File: src/rtl/pwrup_rst_pkg.sv
package pwrup_rst_pkg;

  typedef enum logic [1:0] {
    OSC_XTAL = 2'b00,
    OSC_RC   = 2'b01,
    OSC_EXT  = 2'b10,
    OSC_INT  = 2'b11
  } osc_class_e;

  typedef enum logic [2:0] {
    ST_HOLD = 3'd0,
    ST_PWRT = 3'd1,
    ST_OST  = 3'd2,
    ST_RUN  = 3'd3
  } seq_state_e;

endpackage

File: src/rtl/rst_pin_sync.sv
module rst_pin_sync #(
  parameter int STAGES = 2
) (
  input  logic clk_i,
  input  logic rst_ni,
  input  logic pin_i,
  output logic sync_o
);

  logic [STAGES-1:0] chain_q;
  logic [STAGES-1:0] chain_d;

  always_comb begin
    chain_d = {chain_q[STAGES-2:0], pin_i};
  end

  always_ff @(posedge clk_i or negedge rst_ni) begin
    if (!rst_ni) chain_q <= '0;
    else         chain_q <= chain_d;
  end

  assign sync_o = chain_q[STAGES-1];

  // A low pin level is seen at the output two edges later
  assert_pin_low_reaches_R6: assert property (@(posedge clk_i) disable iff (!rst_ni)
    !pin_i |-> ##2 !sync_o);

endmodule

File: src/rtl/rst_stage_timer.sv
module rst_stage_timer #(
  parameter int LIMIT = 4
) (
  input  logic clk_i,
  input  logic rst_ni,
  input  logic active_i,
  input  logic step_i,
  output logic done_o
);

  localparam int CW = (LIMIT > 1) ? $clog2(LIMIT) : 1;
  localparam logic [CW-1:0] LAST = CW'(LIMIT - 1);

  logic [CW-1:0] cnt_q;
  logic [CW-1:0] cnt_d;
  logic          cnt_en;
  logic          at_last;

  always_comb begin
    at_last = (cnt_q == LAST);
    cnt_en  = !active_i || step_i;
    cnt_d   = cnt_q;
    if (!active_i)    cnt_d = '0;
    else if (at_last) cnt_d = '0;
    else              cnt_d = cnt_q + 1'b1;
    done_o  = active_i && step_i && at_last;
  end

  always_ff @(posedge clk_i or negedge rst_ni) begin
    if (!rst_ni)     cnt_q <= '0;
    else if (cnt_en) cnt_q <= cnt_d;
  end

  // Counter never passes its terminal value
  assert_cnt_in_range_R1: assert property (@(posedge clk_i) disable iff (!rst_ni)
    cnt_q <= LAST);

  // Without a step the count holds
  assert_no_step_holds_R11: assert property (@(posedge clk_i) disable iff (!rst_ni)
    (active_i && !step_i) |=> (cnt_q == $past(cnt_q)));

endmodule

File: src/rtl/rst_cause_reg.sv
module rst_cause_reg #(
  parameter int CAUSE_W = 8
) (
  input  logic               clk_i,
  input  logic               rst_ni,
  input  logic               por_i,
  input  logic               bor_i,
  input  logic               we_i,
  input  logic [1:0]         wdata_i,
  output logic [CAUSE_W-1:0] cause_o
);

  localparam int PAD_W = CAUSE_W - 2;

  logic [1:0] bits_q;
  logic [1:0] bits_d;
  logic       upd_en;

  always_comb begin
    upd_en = por_i || bor_i || we_i;
    bits_d = bits_q;
    if (we_i) bits_d = wdata_i;
    if (por_i) bits_d[1] = 1'b0;
    if (bor_i) bits_d[0] = 1'b0;
  end

  always_ff @(posedge clk_i or negedge rst_ni) begin
    if (!rst_ni)     bits_q <= '0;
    else if (upd_en) bits_q <= bits_d;
  end

  assign cause_o = {{PAD_W{1'b0}}, bits_q};

  assert_por_clears_bit1_R8: assert property (@(posedge clk_i) disable iff (!rst_ni)
    por_i |=> !cause_o[1]);

  assert_bor_clears_bit0_R9: assert property (@(posedge clk_i) disable iff (!rst_ni)
    bor_i |=> !cause_o[0]);

  assert_idle_stable_R10: assert property (@(posedge clk_i) disable iff (!rst_ni)
    (!por_i && !bor_i && !we_i) |=> $stable(cause_o));

  assert_por_keeps_bit0_R9: assert property (@(posedge clk_i) disable iff (!rst_ni)
    (por_i && !bor_i && !we_i) |=> (cause_o[0] == $past(cause_o[0])));

endmodule

File: src/rtl/pwrup_rst_seq.sv
module pwrup_rst_seq
  import pwrup_rst_pkg::*;
#(
  parameter int PWRT_TICKS = 8,
  parameter int OST_CYCLES = 1024,
  parameter int CAUSE_W    = 8
) (
  input  logic               clk_i,
  input  logic               rst_ni,
  input  logic               por_pulse_i,
  input  logic               bor_pulse_i,
  input  logic               pin_rst_ni,
  input  logic               wake_req_i,
  input  logic               slow_tick_i,
  input  logic [1:0]         osc_class_i,
  input  logic               pwrt_en_ni,
  input  logic               cause_we_i,
  input  logic [1:0]         cause_wdata_i,
  output logic [CAUSE_W-1:0] cause_o,
  output logic               core_rst_o
);

  seq_state_e state_q;
  seq_state_e state_d;
  osc_class_e osc_class;
  logic       is_xtal;
  logic       pwrt_on;
  logic       restart;
  logic       pwrt_done;
  logic       ost_done;
  logic       pin_sync;

  assign osc_class = osc_class_e'(osc_class_i);
  assign is_xtal   = (osc_class == OSC_XTAL);
  assign pwrt_on   = !pwrt_en_ni;
  assign restart   = por_pulse_i || bor_pulse_i;

  rst_pin_sync #(.STAGES(2)) pin_sync_i (
    .clk_i  (clk_i),
    .rst_ni (rst_ni),
    .pin_i  (pin_rst_ni),
    .sync_o (pin_sync)
  );

  rst_stage_timer #(.LIMIT(PWRT_TICKS)) pwrt_tmr_i (
    .clk_i    (clk_i),
    .rst_ni   (rst_ni),
    .active_i (state_q == ST_PWRT),
    .step_i   (slow_tick_i),
    .done_o   (pwrt_done)
  );

  rst_stage_timer #(.LIMIT(OST_CYCLES)) ost_tmr_i (
    .clk_i    (clk_i),
    .rst_ni   (rst_ni),
    .active_i (state_q == ST_OST),
    .step_i   (1'b1),
    .done_o   (ost_done)
  );

  rst_cause_reg #(.CAUSE_W(CAUSE_W)) cause_i (
    .clk_i   (clk_i),
    .rst_ni  (rst_ni),
    .por_i   (por_pulse_i),
    .bor_i   (bor_pulse_i),
    .we_i    (cause_we_i),
    .wdata_i (cause_wdata_i),
    .cause_o (cause_o)
  );

  always_comb begin
    state_d = state_q;
    if (restart) begin
      state_d = ST_HOLD;
    end else begin
      unique case (state_q)
        ST_HOLD: begin
          if (pwrt_on)      state_d = ST_PWRT;
          else if (is_xtal) state_d = ST_OST;
          else              state_d = ST_RUN;
        end
        ST_PWRT: if (pwrt_done) state_d = is_xtal ? ST_OST : ST_RUN;
        ST_OST:  if (ost_done)  state_d = ST_RUN;
        ST_RUN:  if (wake_req_i && is_xtal) state_d = ST_OST;
        default: state_d = ST_HOLD;
      endcase
    end
  end

  always_ff @(posedge clk_i or negedge rst_ni) begin
    if (!rst_ni) state_q <= ST_HOLD;
    else         state_q <= state_d;
  end

  assign core_rst_o = (state_q != ST_RUN) || !pin_sync;

  assert_pulse_holds_core_R7: assert property (@(posedge clk_i) disable iff (!rst_ni)
    restart |=> core_rst_o);

  assert_ost_only_xtal_R2: assert property (@(posedge clk_i) disable iff (!rst_ni)
    (state_q == ST_OST) |-> is_xtal);

  assert_wake_nonxtal_ignored_R5: assert property (@(posedge clk_i) disable iff (!rst_ni)
    (state_q == ST_RUN && wake_req_i && !is_xtal && !restart) |=> (state_q == ST_RUN));

  assert_pwrt_skipped_R3: assert property (@(posedge clk_i) disable iff (!rst_ni)
    (state_q == ST_PWRT) |-> pwrt_on);

endmodule

File: config.mk
export PLATFORM = sky130hd
export DESIGN_NAME = pwrup_rst_seq
export DESIGN_NICKNAME = d
export VERILOG_FILES = /design/src/rtl/pwrup_rst_pkg.sv /design/src/rtl/rst_pin_sync.sv /design/src/rtl/rst_stage_timer.sv /design/src/rtl/rst_cause_reg.sv /design/src/rtl/pwrup_rst_seq.sv
export SDC_FILE = /design/constraint.sdc
export NUM_CORES = 1
export LEC_CHECK = 0
export ABC_CLOCK_PERIOD_IN_PS = 3120
export BUFFER_PORTS_ARGS = -buffer_cell sky130_fd_sc_hd__buf_2
export CORE_UTILIZATION = 55
export DETAILED_ROUTE_END_ITERATION = 12
export PLACE_DENSITY = 0.91
export SLEW_MARGIN = 20
export SYNTH_ARGS = -nofsm -noshare
export SYNTH_HDL_FRONTEND = slang
export SYNTH_SLANG_ARGS = --single-unit
File: constraint.sdc
create_clock -name clk_i -period 3.12 [get_ports clk_i]
set_input_delay 0.312 -clock clk_i [delete_from_list [all_inputs] [get_ports clk_i]]
set_output_delay 0.312 -clock clk_i [all_outputs]
set_load 0.01 [all_outputs]
==> results.py, run 1 <==
metrics = {
    "worst_setup_path": {
        "crit_required_ns": 3.29,
        "critical_path.endpoint_type": "flip-flop",
        "worstSetupPathType": "flip-flop to flip-flop",
        "crit_arrival_ns": 1.68,
        "slowest_stage": "dfrtp_1",
        "worstRegToRegCells": 4,
        "path_cells": "ha_1 > and4_2 > a31oi_1 > o41ai_1",
        "cpPeakStageDelay_ns": 0.40,
        "cp_max_fo": 4,
        "start_kind": "flip-flop",
    },
    "global_route": {
        "grt_first_pass_wirelength_um": 2732,
        "grt_pass1_vias": 652,
        "grt_overflow": 0,
        "grt_use_total_pct": 19.98,
        "grt_antenna_before_repair": 0,
        "grt_max_degree": 20,
    },
    "layout": {
        "final_cell_mix": "19 x dfrtp_1, 15 x buf_2, 12 x nor2_1",
        "postLayoutCellArea_um2": 1054,
        "drive_gt1_share_pct": 20.91,
        "diodes": 0,
        "area_growth_pct": 11.08,
        "final_net_count": 127,
        "final_cells": 126,
        "final_common_cell": "dfrtp_1",
    },
    "synthesis": {
        "async_flop_share_pct": 100.0,
        "synth_edf_count": 0,
        "synth_xor_area_share_pct": 2.770,
        "syn_area_um2": 948.4,
        "synth_fa_ha_area_share_pct": 3.958,
        "synth_compound_area_share_pct": 12.01,
        "ys_types": 33,
        "ys_seq_elements": 19,
        "syn_inst": 91,
        "avgSynthCellArea_um2": 10.42,
        "yosysTopAreaCellShare_pct": 50.13,
        "yosysWarnings": 0,
        "ys_dominant_reg_cell": "dfrtp_1",
        "yosysTopAreaCell": "dfrtp_1",
        "seq_area_frac_synth_pct": 50.13,
        "synth-simple-area-share_pct": 21.37,
        "synth_mux_area_share_pct": 4.222,
        "yosys-top-cells-area": "dfrtp_1 50%, buf_4 4.7%, nor2_1 4.7%",
        "synth_top_family_by_area": "simple AND/OR/NAND/NOR gates",
    },
    "run_status": {
        "run_status": "finished with violations",
        "violations": "design-rule violations",
    },
    "pwr": {
        "p_leak_nw": 0.4860,
        "power_w": 0.0004204,
        "pwr_density_cell_nw_per_um2": 399.0,
        "ir_worst_vdd_mv": 0.2933,
    },
    "drt": {
        "wl_um": 1536,
        "routed-wl-met2_um": 695,
        "drt_pass1_iterations": 9,
        "dr.first_iter.drc_count": 13,
        "wl_met1_um": 709,
        "antenna_left": 0,
        "top_layer": "met4",
        "drc": 6,
        "via_count": 729,
        "wl_per_cell_um": 12.19,
        "vias_per_cell": 5.786,
        "wl_met3_um": 96,
    },
    "flow_run": {
        "cap_violations": 0,
    },
    "floorplanning": {
        "core_um2": 1559,
        "fp-row-count": 14,
        "dieArea_um2": 1894,
        "chipWidth_um": 43.53,
        "ios": 22,
        "initial_core_util_pct": 60.83,
        "fp.dieH_um": 43.53,
    },
    "timing": {
        "tns_ns": 0,
        "min_period_ns": 1.507,
        "finalSetupViolations": 0,
        "rsz0062_at_grt": "false",
        "clock_skew_ns": 0.001447,
        "maxSlewViolCount": 0,
        "min_period_over_period_pct": 48.31,
        "layout_setup_ws_ns": 1.613,
        "hold_viol": 0,
        "fmax_mhz": 663.5,
    },
    "place": {
        "place.gp.congestion": 0.8210,
        "io_buffers": 15,
        "hpwl_um": 1192,
        "placed_area_um2": 1017,
        "post-place-ws_ns": 1.596,
        "place_inst": 121,
    },
    "clocking": {
        "htreeDepth": 1,
        "cts_sinks": 19,
        "cts-root-buf": "clkbuf_4",
        "cts_tree": "built",
        "clk_path_buf_depth": 2,
        "post-cts-setup-buffer-count": 0,
        "cts_buffers": 3,
        "path_clk_slew_ns": 0.10,
        "clk_latency_ns": 0.29,
    },
    "min_path": {
        "worstHoldPathCells": 1,
        "hold_class": "input pin to flip-flop",
    },
}
power by group:
group | internal [W] | switching, W | total (W)
Sequential | 0.000253 | 0.00000631 | 0.000259
Combinational | 0.0000175 | 0.0000223 | 0.0000398
Clock | 0.0000498 | 0.0000716 | 0.000121
metal layers:
metal  vias up  GRT usage, %
li1        358             -
met3         5         2.500
met4         0         9.375
met2        27         32.12
met1       339         27.25
met5         -             0
final timing paths:
check | startpoint | end | slack (ns)
worst max-delay path | ost_tmr_i.cnt_q[0] | state_q[0] | 1.61
worst min-delay path | pin_rst_ni | pin_sync_i.chain_q[0] | 0.12
worst max register to register | ost_tmr_i.cnt_q[0] | state_q[0] | 1.61
worst min register to register | pin_sync_i.chain_q[0] | pin_sync_i.chain_q[1] | 0.37
max in group asynchronous | rst_ni | ost_tmr_i.cnt_q[8] | 2.38
min in group asynchronous | rst_ni | ost_tmr_i.cnt_q[7] | 0.46
metrics by stage:
step | hold slack, ns | utilization [%]
6_report | 0.1207 | 67.58
4_1_cts | 0.1191 | 67.58
2_1_floorplan | 0.01641 | -
5_1_grt | 0.1180 | 67.58
3_3_place_gp | 0.2600 | 65.25
3_5_place_dp | 0.2638 | 65.25
flip-flops by register name, indices dropped and copies added, names as in the netlist:
register,count
pin_sync_i.chain_q,2
cause_i.bits_q,2
ost_tmr_i.cnt_q,10
state_q,2
pwrt_tmr_i.cnt_q,3
worst max-delay path, delay by kind of cell (launching register included):
family | cells | cell delay [ns]
and+or+nand+nor | 1 | 0.25
adders and majority gates | 1 | 0.24
AOI/OAI and AO/OA | 2 | 0.50
DFF | 1 | 0.40
final cells by class:
| cell class | count | area [um^2] |
|---|---|---|
| well taps | 16 | 20.02 |
| multi-input cells | 70 | 442.9 |
| repair buffers | 16 | 85.08 |
| inverters | 1 | 3.754 |
| flip-flops and latches | 19 | 475.5 |
| fillers | 123 | 505.5 |
| clock buffers | 4 | 26.28 |
logic make-up after synthesis:
family | count (synthesis)
AND/OR/NAND/NOR | 36
adder cells (fa/ha/maj) | 3
XOR/XNOR | 3
multiplexers | 4
flip-flops | 19
other | 1
buffers and inverters | 7
AO/OA/AOI/OAI | 18
Yosys cell counts, types with 2 or more instances:
| library cell | instances |
|---|---|
| nand4_1 | 2 |
| a21oi_1 | 7 |
| dfrtp_1 | 19 |
| nand2_1 | 2 |
| or4_1 | 2 |
| ha_1 | 3 |
| nor2_1 | 12 |
| nand3_1 | 5 |
| xor2_1 | 2 |
| or3_1 | 2 |
| o31ai_1 | 2 |
| o21ai_0 | 3 |
| mux2i_1 | 4 |
| buf_4 | 6 |
| nand2b_1 | 2 |
what timing repair did:
action	in CTS	in global routing
hold buffers	1	0
endpoints found under the hold margin	19	0
gates resized for setup	0	0
Power figures use the tool's default switching activity.
==> run 2: changes to the inputs <==
ABC_CLOCK_PERIOD_IN_PS = 1350   (was 3120)
CORE_UTILIZATION = 46   (was 55)
PLACE_DENSITY = 0.83   (was 0.91)
clock period = 1.35 ns   (was 3.12 ns; I/O delays follow)
==> run 2 against run 1 <==
Against the previous run: critical path type unchanged; sequential power rose by 130%; largest power group unchanged; critical path depth unchanged; count of clock-buffer cells in the layout down 1; cell count is 16% higher; via count is 4.0% higher; the run now ends clean.
==> results.py, run 2 (synthesized netlist as in run 1, its figures left out) <==
metrics = {
    "clocking": {
        "clk_latency_ns": 0.29,
        "clk_path_buf_depth": 2,
        "path_clk_slew_ns": 0.10,
        "cts_buffers": 3,
        "cts-root-buf": "clkbuf_4",
        "cts_sinks": 19,
        "cts_tree": "built",
        "htreeDepth": 1,
    },
    "timing": {
        "hold_viol": 0,
        "min_period_ns": 1.314,
        "rsz0062_at_grt": "true",
        "maxSlewViolCount": 0,
        "holdWs_ns": 0.02864,
        "clock_skew_ns": 0.002504,
        "min_period_over_period_pct": 97.33,
        "finalSetupViolations": 0,
        "fmax_mhz": 761.1,
    },
    "flow_run": {
        "cap_violations": 0,
    },
    "worst_setup_path": {
        "reg2reg_to": "ost_tmr_i.cnt_q[6]",
        "worstSetupPathType": "flip-flop to flip-flop",
        "r2r_slack_ns": 0.04,
        "setup.worst_path.start": "ost_tmr_i.cnt_q[0]",
        "cp_max_fo": 4,
        "crit_required_ns": 1.57,
        "crit_arrival_ns": 1.54,
        "timing.rr.start": "ost_tmr_i.cnt_q[0]",
        "worstRegToRegCells": 4,
        "critical_path.endpoint_type": "flip-flop",
        "start_kind": "flip-flop",
    },
    "global_route": {
        "grt_use_total_pct": 16.96,
        "grt_max_degree": 20,
        "grt_antenna_before_repair": 0,
        "grt_first_pass_wirelength_um": 2601,
        "grt_overflow": 0,
        "grt_pass1_vias": 682,
    },
    "layout": {
        "final_cell_mix": "17 x dfrtp_1, 15 x buf_2, 11 x nor2_1",
        "utilization_pct": 62.37,
        "area_growth_pct": 27.70,
        "diodes": 0,
        "ff_latch_area_um2": 478.0,
        "n_fill_cell": 166,
        "final_net_count": 136,
        "multiInputGateArea_um2": 513.0,
        "drive_gt1_share_pct": 36.97,
        "final_common_cell": "dfrtp_1",
        "reg.largest.list": "ost_tmr_i.cnt_q x10, pwrt_tmr_i.cnt_q x3",
        "postLayoutCellArea_um2": 1211,
        "largest_register_ffs": 10,
        "top_register": "ost_tmr_i.cnt_q",
    },
    "drt": {
        "drc": 0,
        "vias_per_cell": 5.192,
        "via_count": 758,
        "wl_met3_um": 35,
        "dr.first_iter.drc_count": 12,
        "wl_um": 1806,
        "antenna_left": 0,
        "routed-wl-met2_um": 970,
        "drt_pass1_iterations": 4,
        "wl_met1_um": 788,
        "top_layer": "met4",
        "wl_per_cell_um": 12.37,
    },
    "floorplanning": {
        "fp.dieH_um": 47.41,
        "ios": 22,
        "chipWidth_um": 47.41,
        "core_um2": 1942,
        "initial_core_util_pct": 48.84,
        "fp-row-count": 16,
        "dieArea_um2": 2247,
    },
    "min_path": {
        "hold_class": "input pin to flip-flop",
        "hold_start": "bor_pulse_i",
        "worstHoldPathCells": 2,
        "hold-path-endpoint": "cause_i.bits_q[0]",
    },
    "place": {
        "placed_area_um2": 1069,
        "place.gp.congestion": 0.7664,
        "hpwl_um": 1328,
        "io_buffers": 15,
    },
    "run_status": {
        "run_status": "completed",
    },
    "pwr": {
        "p_leak_nw": 0.5385,
        "ir_worst_vdd_mv": 0.5436,
        "pwr_density_cell_nw_per_um2": 816.3,
    },
}
[run 2: cell types whose count changed in the layout (fill, tap and decap cells not counted), moves of 2 or more]
cell     before  now
a21oi_2       0    3
buf_4         0    8
a21oi_1       7    4
dfrtp_1      19   17
dfrtp_2       0    2
[run 2: final cells by class]
type,instances,share of cell area [%]
clock buffers,3,1.860
clock inverters,1,0.4132
inverters,1,0.3099
multi-input cells,70,42.36
flip-flops and latches,19,39.46
well taps,27,2.789
repair buffers,25,12.81
[run 2: stage by stage]
| stage | total power [W] | instances | worst slack, ns | setup TNS (ns) |
|---|---|---|---|---|
| 6_report | 0.0009887 | 146 | 0.03606 | 0 |
| 5_1_grt | 0.001051 | 146 | -0.03219 | -0.06691 |
| 4_1_cts | 0.001000 | 144 | 0.007742 | 0 |
| 3_5_place_dp | 0.0007111 | 137 | 0.007374 | 0 |
| 3_3_place_gp | 0.0007063 | 137 | 0.03739 | 0 |
| 2_1_floorplan | 0.0006680 | 96 | 0.03900 | 0 |
[run 2: worst max-delay path: stages (launching register included)]
cell and delay [ns]:
dfrtp_1 0.37, ha_2 0.20, nand4_1 0.16, or3_1 0.36, a21oi_2 0.15
[run 2: worst max path at each step]
| stage | cells past startpoint | to | slack [ns] |
|---|---|---|---|
| 2_1_floorplan | 4 | ost_tmr_i.cnt_q[7] | 0.04 |
| 3_3_place_gp | 4 | state_q[0] | 0.04 |
| 3_5_place_dp | 4 | ost_tmr_i.cnt_q[2] | 0.007 |
| 4_1_cts | 4 | ost_tmr_i.cnt_q[2] | 0.008 |
| 5_1_grt | 4 | ost_tmr_i.cnt_q[6] | -0.03 |
| 6_report | 4 | ost_tmr_i.cnt_q[6] | 0.04 |
[run 2: what timing repair did]
| item | in CTS | in global routing |
|---|---|---|
| setup endpoints to repair | 3 | 9 |
| resized for setup | 2 | 14 |
| hold buffers | 2 | 0 |
| hold endpoints to repair | 20 | 0 |
| pin swaps | 0 | 5 |
| setup buffers | 1 | 2 |
[run 2: where the power goes]
part / total [W] / internal (W) / switching (W)
sequential: 0.000593 / 0.000584 / 0.00000845
clock: 0.000270 / 0.000110 / 0.000160
combinational: 0.000126 / 0.0000582 / 0.0000677
[run 2: metal layers]
layer  up-vias  GRT usage (%)
met5         -              0
met3         2          3.462
met1       366          19.47
met2        15          28.77
met4         0          10.29
li1        375              -
==> run 3: changes to the inputs <==
CORE_MARGIN = 2   (was default)
CORE_UTILIZATION = 47   (was 46)
PLACE_DENSITY = 0.73   (was 0.83)
SYNTH_HIERARCHICAL = 1   (was default)
==> run 3 against run 2 <==
Against the previous run: critical path depth increased by 1; largest power group unchanged; area after synthesis grew 10%; critical endpoint is now ost_tmr_i/cnt_q[7]; final area rose by 22%; highest routed layer unchanged; largest cell class unchanged; critical path type unchanged; utilization up 6.6 points; the run now ends with negative setup slack left.
==> results.py, run 3 <==
metrics = {
    "timing": {
        "layout_setup_ws_ns": -0.2299,
        "clock_skew_ns": 0.0003629,
        "finalSetupViolations": 11,
        "min_period_over_period_pct": 117.0,
        "tightest_slew_ns": 0.5199,
        "maxSlewViolCount": 0,
        "min_period_ns": 1.580,
        "hold_viol": 0,
        "rsz0062_at_grt": "true",
        "maxSlewHeadroom_pct": 65.27,
        "fmax_mhz": 632.9,
    },
    "layout": {
        "largest_register_ffs": 10,
        "drive_gt1_share_pct": 44.59,
        "final_cells": 185,
        "final_net_count": 174,
        "top_register": "ost_tmr_i/cnt_q",
        "area_growth_pct": 41.46,
        "n_fill_cell": 179,
        "final_cell_mix": "30 x buf_4, 19 x dfrtp_1, 15 x buf_2",
        "final_common_cell": "buf_4",
        "diodes": 0,
        "reg.largest.list": "ost_tmr_i/cnt_q x10, pwrt_tmr_i/cnt_q x3",
        "postLayoutCellArea_um2": 1481,
    },
    "place": {
        "place.gp.congestion": 0.8031,
        "io_buffers": 15,
        "place_inst": 167,
        "hpwl_um": 1550,
        "placed_area_um2": 1295,
    },
    "global_route": {
        "grt_use_total_pct": 19.72,
        "grt_overflow": 0,
        "grt_pass1_vias": 932,
        "grt_antenna_before_repair": 0,
        "grt_max_degree": 20,
        "grt_first_pass_wirelength_um": 3788,
    },
    "worst_setup_path": {
        "crit_required_ns": 1.58,
        "cpPeakStageDelay_ns": 0.47,
        "critical_path.endpoint_type": "flip-flop",
        "path_cells": "ha_2 > and4_4 > a31o_1 > or4_1 > nand3_1",
        "crit_arrival_ns": 1.81,
        "worstSetupPathType": "flip-flop to flip-flop",
        "start_kind": "flip-flop",
        "slowest_stage": "or4_1",
        "cp_max_fo": 3,
    },
    "synthesis": {
        "syn_inst": 102,
        "synthMostInstantiatedCell": "dfrtp_1",
        "ys_dominant_reg_cell": "dfrtp_1",
        "yosysTopAreaCellShare_pct": 45.40,
        "avgSynthCellArea_um2": 10.27,
        "synth_edf_count": 0,
        "seq_area_frac_synth_pct": 45.40,
        "async_flop_share_pct": 100.0,
        "ys_seq_elements": 19,
        "yosysWarnings": 6,
        "yosysTopAreaCell": "dfrtp_1",
        "synth_common_cells": "19 x dfrtp_1, 11 x nand2_1, 10 x nand3_1",
        "yosys-top-cells-area": "dfrtp_1 45%, nand3_1 4.8%, buf_4 4.3%",
        "syn_area_um2": 1047,
        "ys_types": 37,
    },
    "flow_run": {
        "cap_violations": 0,
    },
    "pwr": {
        "pwr_density_cell_nw_per_um2": 680.2,
        "ir_worst_vdd_mv": 0.6472,
        "p_leak_nw": 0.7492,
    },
    "drt": {
        "top_layer": "met4",
        "wl_met3_um": 70,
        "wl_um": 2385,
        "drc": 0,
        "antenna_left": 0,
        "routed-wl-met2_um": 1308,
        "drt_pass1_iterations": 4,
        "via_count": 938,
        "wl_per_cell_um": 12.89,
        "vias_per_cell": 5.070,
        "wl_met1_um": 963,
        "dr.first_iter.drc_count": 15,
    },
    "floorplanning": {
        "fp-row-count": 17,
        "core_um2": 2148,
        "fp.dieH_um": 51.21,
        "chipWidth_um": 51.21,
        "initial_core_util_pct": 48.75,
        "dieArea_um2": 2622,
        "ios": 22,
    },
    "clocking": {
        "htreeDepth": 1,
        "path_clk_slew_ns": 0.10,
        "cts_buffers": 3,
        "cts-root-buf": "clkbuf_4",
        "clk_path_buf_depth": 2,
        "cts_sinks": 19,
        "cts_tree": "built",
        "clk_latency_ns": 0.29,
    },
    "min_path": {
        "hold_class": "input pin to flip-flop",
    },
    "run_status": {
        "run_status": "finished with violations",
        "violations": "negative setup slack",
    },
}
## run 3: cell count changes after synthesis, sizes merged, moves of 3 or more
cell / delta
a21oi: -6
and3: +3
nand2: +8
nand3: +5
nor2: -7
nor2b: +5
o21ai: +3
## run 3: power breakdown
part,internal (W),switching [W]
clock,0.000115,0.000165
combinational,0.0000686,0.0000712
sequential,0.000581,0.00000684
## run 3: final cells by class
| type | instances | area [um^2] | area share (%) |
|---|---|---|---|
| Multi-Input combinational cell | 85 | 601.8 | 40.63 |
| Tap cell | 28 | 35.03 | 2.365 |
| Sequential cell | 19 | 475.5 | 32.09 |
| Timing Repair Buffer | 49 | 342.8 | 23.14 |
| Clock buffer | 4 | 26.28 | 1.774 |
## run 3: worst max-delay path, delay by kind of cell (launching register included)
kind                       cells  cell delay (ns)
DFF                            1             0.39
adders and majority gates      1             0.19
AOI/OAI and AO/OA              1             0.22
and+or+nand+nor                3             0.71
## run 3: kinds of logic after synthesis
logic type | Yosys count | synth area share (%)
buffers and inverters | 7 | 5.376
AND/OR/NAND/NOR | 47 | 24.85
flip-flops | 19 | 45.40
XOR/XNOR | 2 | 1.673
multiplexers | 4 | 3.823
adder cells (fa/ha/maj) | 3 | 3.585
other | 2 | 0.7171
AO/OA/AOI/OAI | 18 | 14.58
## run 3: through the flow
stage                     worst slack (ns)   power, W  hold slack [ns]  util (%)  TNS, ns
after floorplan                    -0.3664  0.0006682          -0.1606         -   -2.704
after global placement             -0.3013  0.0007139          0.09180     60.28   -1.414
after detailed placement           -0.3352  0.0007180           0.1019     60.28   -1.669
after CTS                          -0.2715   0.001007          0.02876     65.52   -1.559
after global routing               -0.3117   0.001058          0.02505     68.96   -2.297
final                              -0.2299   0.001008          0.03616     68.96   -1.393
## run 3: per-layer routing
| metal | GRT usage (%) | up-vias |
|---|---|---|
| met4 | 12.16 | 0 |
| met1 | 22.52 | 449 |
| li1 | - | 460 |
| met5 | 0 | - |
| met2 | 34.63 | 23 |
| met3 | 2.632 | 6 |
## run 3: worst paths after layout
check,from,endpoint,slack [ns],depth (start not counted)
worst min-delay path,bor_pulse_i,state_q[0],0.04,2
worst max-delay path,ost_tmr_i/cnt_q[0],ost_tmr_i/cnt_q[7],-0.23,5
min in group asynchronous,rst_ni,ost_tmr_i/cnt_q[1],0.30,2
worst max register to register,ost_tmr_i/cnt_q[0],ost_tmr_i/cnt_q[7],-0.23,5
max in group asynchronous,rst_ni,ost_tmr_i/cnt_q[5],0.76,2
worst min register to register,pin_sync_i/chain_q[0],pin_sync_i/chain_q[1],0.36,0
## run 3: what timing repair did
item,4_1_cts,5_1_grt
hold buffers,2,0
pin swaps,13,8
buffers inserted,5,8
gates resized for setup,11,6
setup endpoints to repair,10,10
endpoints found under the hold margin,20,0
